[src/rtl/fcmp_pkg.sv]
package fcmp_pkg;

  localparam int unsigned OPW   = 64;
  localparam int unsigned CW    = 32;
  localparam int unsigned IDX_W = 5;

  localparam int unsigned SP_EXP  = 8;
  localparam int unsigned SP_FRAC = 23;
  localparam int unsigned DP_EXP  = 11;
  localparam int unsigned DP_FRAC = 52;
  localparam int unsigned SP_W    = SP_EXP + SP_FRAC + 1;
  localparam int unsigned DP_W    = DP_EXP + DP_FRAC + 1;

  // condition word bit positions (consumed by a neighbour, so fixed)
  localparam int unsigned C_UN   = 0;
  localparam int unsigned C_ORD  = 1;
  localparam int unsigned C_EQ   = 2;
  localparam int unsigned C_NE   = 3;
  localparam int unsigned C_GT   = 4;
  localparam int unsigned C_LE   = 5;
  localparam int unsigned C_LT   = 6;
  localparam int unsigned C_GE   = 7;
  localparam int unsigned C_OUT  = 8;
  localparam int unsigned C_OUTB = 11;
  localparam int unsigned C_UE   = 12;
  localparam int unsigned C_LG   = 13;
  localparam int unsigned C_UG   = 14;
  localparam int unsigned C_ULE  = 15;
  localparam int unsigned C_UL   = 16;
  localparam int unsigned C_UGE  = 17;
  localparam int unsigned EXT_LO = C_UE;
  localparam int unsigned EXT_HI = C_UGE;

  typedef enum logic [1:0] {
    REL_UN = 2'd0,
    REL_EQ = 2'd1,
    REL_LT = 2'd2,
    REL_GT = 2'd3
  } rel_e;

  typedef struct packed {
    logic           is_nan;
    logic           is_snan;
    logic           is_zero;
    logic           neg;
    logic [OPW-1:0] key;
  } op_info_t;

  // Expand a primary outcome into the full predicate set, rule by rule.
  function automatic logic [CW-1:0] fill_derived(input logic [CW-1:0] base);
    logic [CW-1:0] c;
    c = base;
    if (c[C_UN]) begin
      c[C_NE]  = 1'b1;
      c[C_UE]  = 1'b1;
      c[C_UG]  = 1'b1;
      c[C_ULE] = 1'b1;
      c[C_UL]  = 1'b1;
      c[C_UGE] = 1'b1;
    end
    if (c[C_EQ]) begin
      c[C_LE] = 1'b1;
      c[C_GE] = 1'b1;
      c[C_UE] = 1'b1;
    end
    if (c[C_GT]) c[C_GE] = 1'b1;
    if (c[C_LT]) c[C_LE] = 1'b1;
    if (c[C_LT] || c[C_GT]) c[C_LG] = 1'b1;
    if (c[C_LT] || c[C_GT] || c[C_EQ]) c[C_ORD] = 1'b1;
    if (c[C_GT]) c[C_UG]  = 1'b1;
    if (c[C_LE]) c[C_ULE] = 1'b1;
    if (c[C_LT]) c[C_UL]  = 1'b1;
    if (c[C_GE]) c[C_UGE] = 1'b1;
    return c;
  endfunction

endpackage

[src/rtl/fcmp_classify.sv]
module fcmp_classify
  import fcmp_pkg::*;
#(
  parameter int unsigned EXP_W  = 8,
  parameter int unsigned FRAC_W = 23
) (
  input  logic [EXP_W+FRAC_W:0] val,
  output op_info_t              info
);

  localparam int unsigned W = EXP_W + FRAC_W + 1;

  logic [EXP_W-1:0]  exp_f;
  logic [FRAC_W-1:0] frac_f;
  logic              exp_max;
  logic              frac_nz;
  logic              low_frac_nz;

  // Sign-magnitude to an unsigned ordering key: negatives reversed below positives.
  function automatic logic [W-1:0] order_key(input logic [W-1:0] v);
    if (v[W-1]) return ~v;
    else        return {1'b1, v[W-2:0]};
  endfunction

  assign exp_f       = val[W-2:FRAC_W];
  assign frac_f      = val[FRAC_W-1:0];
  assign exp_max     = &exp_f;
  assign frac_nz     = |frac_f;
  assign low_frac_nz = |frac_f[FRAC_W-2:0];

  always_comb begin
    info.is_nan  = exp_max && frac_nz;
    info.is_snan = exp_max && !frac_f[FRAC_W-1] && low_frac_nz;
    info.is_zero = (exp_f == '0) && !frac_nz;
    info.neg     = val[W-1];
    info.key     = OPW'(order_key(val));
  end

endmodule

[src/rtl/fcmp_relate.sv]
module fcmp_relate
  import fcmp_pkg::*;
(
  input  logic           s1_nan,
  input  logic           s1_snan,
  input  logic           s1_zero,
  input  logic [OPW-1:0] s1_key,
  input  logic           s2_nan,
  input  logic           s2_snan,
  input  logic           s2_zero,
  input  logic [OPW-1:0] s2_key,
  input  logic           quiet,
  output rel_e           rel,
  output logic           invalid
);

  logic same_val;
  logic key_less;

  assign same_val = (s1_key == s2_key) || (s1_zero && s2_zero);
  assign key_less = s1_key < s2_key;

  // s1 is examined first; only the first NaN decides the flag
  always_comb begin
    if (s1_nan)      invalid = !quiet || s1_snan;
    else if (s2_nan) invalid = !quiet || s2_snan;
    else             invalid = 1'b0;
  end

  always_comb begin
    if (s1_nan || s2_nan) rel = REL_UN;
    else if (same_val)    rel = REL_EQ;
    else if (key_less)    rel = REL_LT;
    else                  rel = REL_GT;
  end

endmodule

[src/rtl/fcmp_interval.sv]
module fcmp_interval
  import fcmp_pkg::*;
(
  input  rel_e       rel,
  input  logic       s1_zero,
  input  logic       s1_neg,
  input  logic       s2_neg,
  output logic [3:0] ivl      // {out_or_bound, inside, in_or_bound, outside}
);

  logic window_on;

  assign window_on = (rel != REL_UN) && !s2_neg;

  always_comb begin
    if (!window_on)                   ivl = 4'b0000;
    else if (rel == REL_EQ || s1_zero) ivl = 4'b1010;
    else if (rel == REL_GT)           ivl = 4'b1001;
    else if (!s1_neg)                 ivl = 4'b0110;
    else                              ivl = 4'b1001;
  end

endmodule

[src/rtl/fcmp_mask.sv]
module fcmp_mask
  import fcmp_pkg::*;
(
  input  rel_e          rel,
  input  logic          legacy,
  input  logic [3:0]    ivl,
  output logic [CW-1:0] cond
);

  logic [CW-1:0] base;
  logic [CW-1:0] derived;

  always_comb begin
    base = '0;
    case (rel)
      REL_UN: base[C_UN] = 1'b1;
      REL_EQ: base[C_EQ] = 1'b1;
      REL_LT: begin base[C_LT] = 1'b1; base[C_NE] = 1'b1; end
      default: begin base[C_GT] = 1'b1; base[C_NE] = 1'b1; end
    endcase
  end

  assign derived = fill_derived(base);

  always_comb begin
    cond = derived;
    if (legacy) cond[EXT_HI:EXT_LO] = '0;
    cond[C_OUTB:C_OUT] = cond[C_OUTB:C_OUT] | ivl;
  end

endmodule

[src/rtl/fcmp_cond_unit.sv]
module fcmp_cond_unit
  import fcmp_pkg::*;
(
  input  logic             clk,
  input  logic             rst,
  input  logic             in_valid,
  input  logic [OPW-1:0]   s1_in,
  input  logic [OPW-1:0]   s2_in,
  input  logic             dbl_sel,
  input  logic             quiet_sel,
  input  logic             legacy_sel,
  input  logic [IDX_W-1:0] dst_idx,
  output logic [CW-1:0]    cond_word,
  output logic             invalid_flag,
  output logic             wr_en,
  output logic [IDX_W-1:0] dst_out
);

  localparam int unsigned NOPS = 2;

  logic [OPW-1:0] opnd    [NOPS];
  op_info_t       sp_info [NOPS];
  op_info_t       dp_info [NOPS];
  op_info_t       sel_info[NOPS];

  rel_e          rel_c;
  logic          invalid_c;
  logic [3:0]    ivl_c;
  logic [CW-1:0] cond_c;
  logic          dst_live;

  assign opnd[0] = s1_in;
  assign opnd[1] = s2_in;

  for (genvar g = 0; g < NOPS; g++) begin : g_opnd
    fcmp_classify #(.EXP_W(SP_EXP), .FRAC_W(SP_FRAC)) u_sp (
      .val  (opnd[g][SP_W-1:0]),
      .info (sp_info[g])
    );
    fcmp_classify #(.EXP_W(DP_EXP), .FRAC_W(DP_FRAC)) u_dp (
      .val  (opnd[g][DP_W-1:0]),
      .info (dp_info[g])
    );
    assign sel_info[g] = dbl_sel ? dp_info[g] : sp_info[g];
  end

  fcmp_relate u_relate (
    .s1_nan  (sel_info[0].is_nan),
    .s1_snan (sel_info[0].is_snan),
    .s1_zero (sel_info[0].is_zero),
    .s1_key  (sel_info[0].key),
    .s2_nan  (sel_info[1].is_nan),
    .s2_snan (sel_info[1].is_snan),
    .s2_zero (sel_info[1].is_zero),
    .s2_key  (sel_info[1].key),
    .quiet   (quiet_sel),
    .rel     (rel_c),
    .invalid (invalid_c)
  );

  fcmp_interval u_interval (
    .rel     (rel_c),
    .s1_zero (sel_info[0].is_zero),
    .s1_neg  (sel_info[0].neg),
    .s2_neg  (sel_info[1].neg),
    .ivl     (ivl_c)
  );

  fcmp_mask u_mask (
    .rel    (rel_c),
    .legacy (legacy_sel),
    .ivl    (ivl_c),
    .cond   (cond_c)
  );

  assign dst_live = (dst_idx != '0);

  always_ff @(posedge clk) begin
    if (rst) begin
      cond_word    <= '0;
      invalid_flag <= 1'b0;
      wr_en        <= 1'b0;
      dst_out      <= '0;
    end else begin
      invalid_flag <= in_valid && invalid_c;
      wr_en        <= in_valid && dst_live;
      if (in_valid) begin
        cond_word <= cond_c;
        dst_out   <= dst_idx;
      end
    end
  end

endmodule

[config.mk]
export PLATFORM = sky130hd
export DESIGN_NAME = fcmp_cond_unit
export DESIGN_NICKNAME = d
export VERILOG_FILES = /design/src/rtl/fcmp_pkg.sv /design/src/rtl/fcmp_classify.sv /design/src/rtl/fcmp_relate.sv /design/src/rtl/fcmp_interval.sv /design/src/rtl/fcmp_mask.sv /design/src/rtl/fcmp_cond_unit.sv
export SDC_FILE = /design/constraint.sdc
export NUM_CORES = 1
export LEC_CHECK = 0
export BUFFER_PORTS_ARGS = -buffer_cell sky130_fd_sc_hd__clkbuf_2
export CAP_MARGIN = 5
export CORE_MARGIN = 5
export CORE_UTILIZATION = 46
export DETAILED_ROUTE_END_ITERATION = 16
export HOLD_SLACK_MARGIN = 0.1
export PLACE_DENSITY = 0.79
export SYNTH_ARGS = -nofsm -noshare
export SYNTH_HDL_FRONTEND = slang
export SYNTH_SLANG_ARGS = --single-unit
[constraint.sdc]
create_clock -name clk -period 3.7 [get_ports clk]
set_input_delay 0.185 -clock clk [delete_from_list [all_inputs] [get_ports clk]]
set_output_delay 0.185 -clock clk [all_outputs]
set_load 0.005 [all_outputs]
==> reports/metrics.cfg <==
[worst_setup_path]
cp.arrival_ns = 3.53
path_buf_inv = 3
endpoint_kind = flop
crit_type = in -> reg
worstPathRequired_ns = 3.89
crit_slowest_cell = nor3b_1
cp_top_family = simple AND/OR/NAND/NOR gates
crit_path_start_kind = input port
worstPathCellList = clkbuf_2 > mux2i_4 > buf_12 > xnor2_1 > ha_1 > nand4_1 > nor3_1 > nor3b_1 > nand3b_1 > o21a_2 > o211ai_2 > buf_4 > nand2_1 > ha_1 > nor3b_1 > o21ai_0 > a21oi_1
critical_path.max_stage_delay_ns = 0.35
critPathMaxFanout = 28

[drt]
avgViaCountPerCell = 5.35
wl_um = 13300
detail-route-antenna-nets = 0
drt_iter0_drc = 260
vias = 4727
drc = 0
routedWlPerCell_um = 15.0
drtPass1Iterations = 4

[cells_and_area]
mostFrequentLayoutCell = clkbuf_2
layout_common_cells = clkbuf_2 (163), xor2_1 (92), ha_1 (72)
num_antenna_cells = 0
finalNetCount = 962
drive_gt1_frac = 0.259
area_growth_pct = 23.3
utilization = 0.579

[yosys]
synth.distinct_cells = 51
netlist_instances = 595
yosysTopAreaCellShare = 0.196
synth_area_per_cell_um2 = 7.72
synth-async-reset-ratio = 0
synth_edf_count = 0
synth_largest_area_cell = ha_1
ys.flop_type = dfxtp_1
yosysSeqAreaShare = 0.109
syn_area_um2 = 4590
synth_area_leaders = ha_1 (20%), xor2_1 (18%), dfxtp_1 (11%)
synth_warnings = 0
ys_ff_latch = 25

[floorplan]
die_h_um = 110
die_w_um = 110
io_pins = 178
start_util = 0.470
die-area_um2 = 12100
rows = 36
coreArea_um2 = 9770

[timing]
rsz0062_at_grt = false
clock-skew-final_ns = 0
fin_crit_ns = 3.33
tightest_slew_ns = 0.574
period_share = 0.901
fin_setup_tns_ns = 0
fmax_mhz = 300
relSlewSlack = 0.614
finalSetupViolations = 0
slew_viol_final = 0
hold_viol_final = 0

[placement]
place_congestion = 0.926
dp_hpwl_um = 11400
portBuffers = 163

[cts]
cts_buffer_depth = 2
clk_latency_ns = 0.26
root_buffer = clkbuf_8
post_cts_buffers = 0
cts_tree = done
postCtsResizedCells = 0
htreeDepth = 1
ctsHoldBuffers = 1
clk_pin_slew_worst_paths_ns = 0.09
cts_buffers = 3
cts.sinks = 25

[global_route]
overflow = 0
antenna_found_initial = 0
grt_pass1_vias = 4671
grt_max_degree = 35
grt_pass1_wl_um = 20800
track_usage = 0.209

[power]
leakage_uw = 0.00273
irDropWorstVdd_uv = 269
powerDensity_nw_per_um2 = 211

[run]
maxCapViolations = 0

[run_status]
outcome = finished, final reports clean

[worst_hold_path]
hold_path_class = in -> reg

==> synth_stat cells, types with 2 or more instances <==
library cell / number
a211oi_1: 4
a21o_1: 2
a21oi_1: 37
a221oi_1: 4
a32oi_1: 2
and2_1: 32
and4_1: 4
buf_1: 4
buf_2: 3
buf_4: 14
clkbuf_1: 21
dfxtp_1: 25
ha_1: 72
inv_1: 14
mux2i_1: 12
nand2_1: 61
nand2b_1: 4
nand3_1: 11
nand3b_1: 3
nand4_1: 23
nor2_1: 26
nor2b_1: 4
nor3_1: 15
nor3b_1: 2
nor4_1: 25
nor4b_1: 4
o211ai_1: 3
o21a_2: 2
o21ai_0: 14
o32ai_1: 2
or3_1: 2
xnor2_1: 34
xor2_1: 92
==> cells by family after synthesis <==
family                     count (synthesis)  synth area share
buffers and inverters                     57            0.0588
AOI/OAI and AO/OA                         81             0.114
muxes                                     12            0.0261
xor gates and xnor gates                 126             0.240
DFF                                       25             0.109
other                                      1          0.000816
adders and majority gates                 72             0.196
and+or+nand+nor                          221             0.255
==> flip-flops by register name, indices dropped and copies added, names as in the netlist <==
signal	flops
invalid_flag	1
wr_en	1
cond_word	18
dst_out	5
==> worst reg2reg max path, cell delays in order, from the launching register on <==
cell	delay, ns
dfxtp_1	0.33
inv_1	0.04
o32a_2	0.34
o21ai_1	0.06
==> final timing paths <==
kind                                   start                          to  slack (ns)  depth (start not counted)
setup reg to reg  cond_word[16]$_SDFFE_PP0P_  cond_word[16]$_SDFFE_PP0P_        2.86                          3
hold reg to reg   cond_word[13]$_SDFFE_PP0P_  cond_word[13]$_SDFFE_PP0P_        0.48                          2
setup / recovery                     dbl_sel  cond_word[11]$_SDFFE_PP0P_        0.37                         17
hold / removal                    dst_idx[2]     dst_out[2]$_SDFFE_PP0P_        0.17                          3
==> power by group <==
part           total (uW)  switching, uW  internal, uW
sequential            294           8.54           285
clock                 161           85.3          75.2
combinational         741            398           342
==> layout make-up <==
| class | count | area [um^2] |
|---|---|---|
| Clock buffer | 3 | 41.3 |
| Tap cell | 133 | 166 |
| Sequential cell | 25 | 500 |
| Clock inverter | 1 | 5.00 |
| Fill cell | 939 | 4110 |
| Inverter | 15 | 56.3 |
| Multi-Input combinational cell | 526 | 3900 |
| Timing Repair Buffer | 180 | 996 |
==> per-stage QoR <==
stage	setup slack, ns	total power (uW)	cells	hold slack [ns]	cell area, um^2
after global routing	0.0567	1310	883	0.186	5660
after global placement	0.187	1010	878	0.383	5610
final	0.367	1200	883	0.171	5660
after detailed placement	0.0790	1030	878	0.384	5610
after floorplan	0.0589	773	608	0.280	4640
after CTS	0.355	1200	883	0.173	5660
==> metal layers <==
layer,up-vias,track usage,wire [um]
met5,-,0,0
met4,0,0.0303,67
met3,6,0.0194,769
met2,148,0.396,6770
met1,2184,0.259,5650
li1,2389,-,-
No activity file was read; power rests on OpenSTA's default activity.
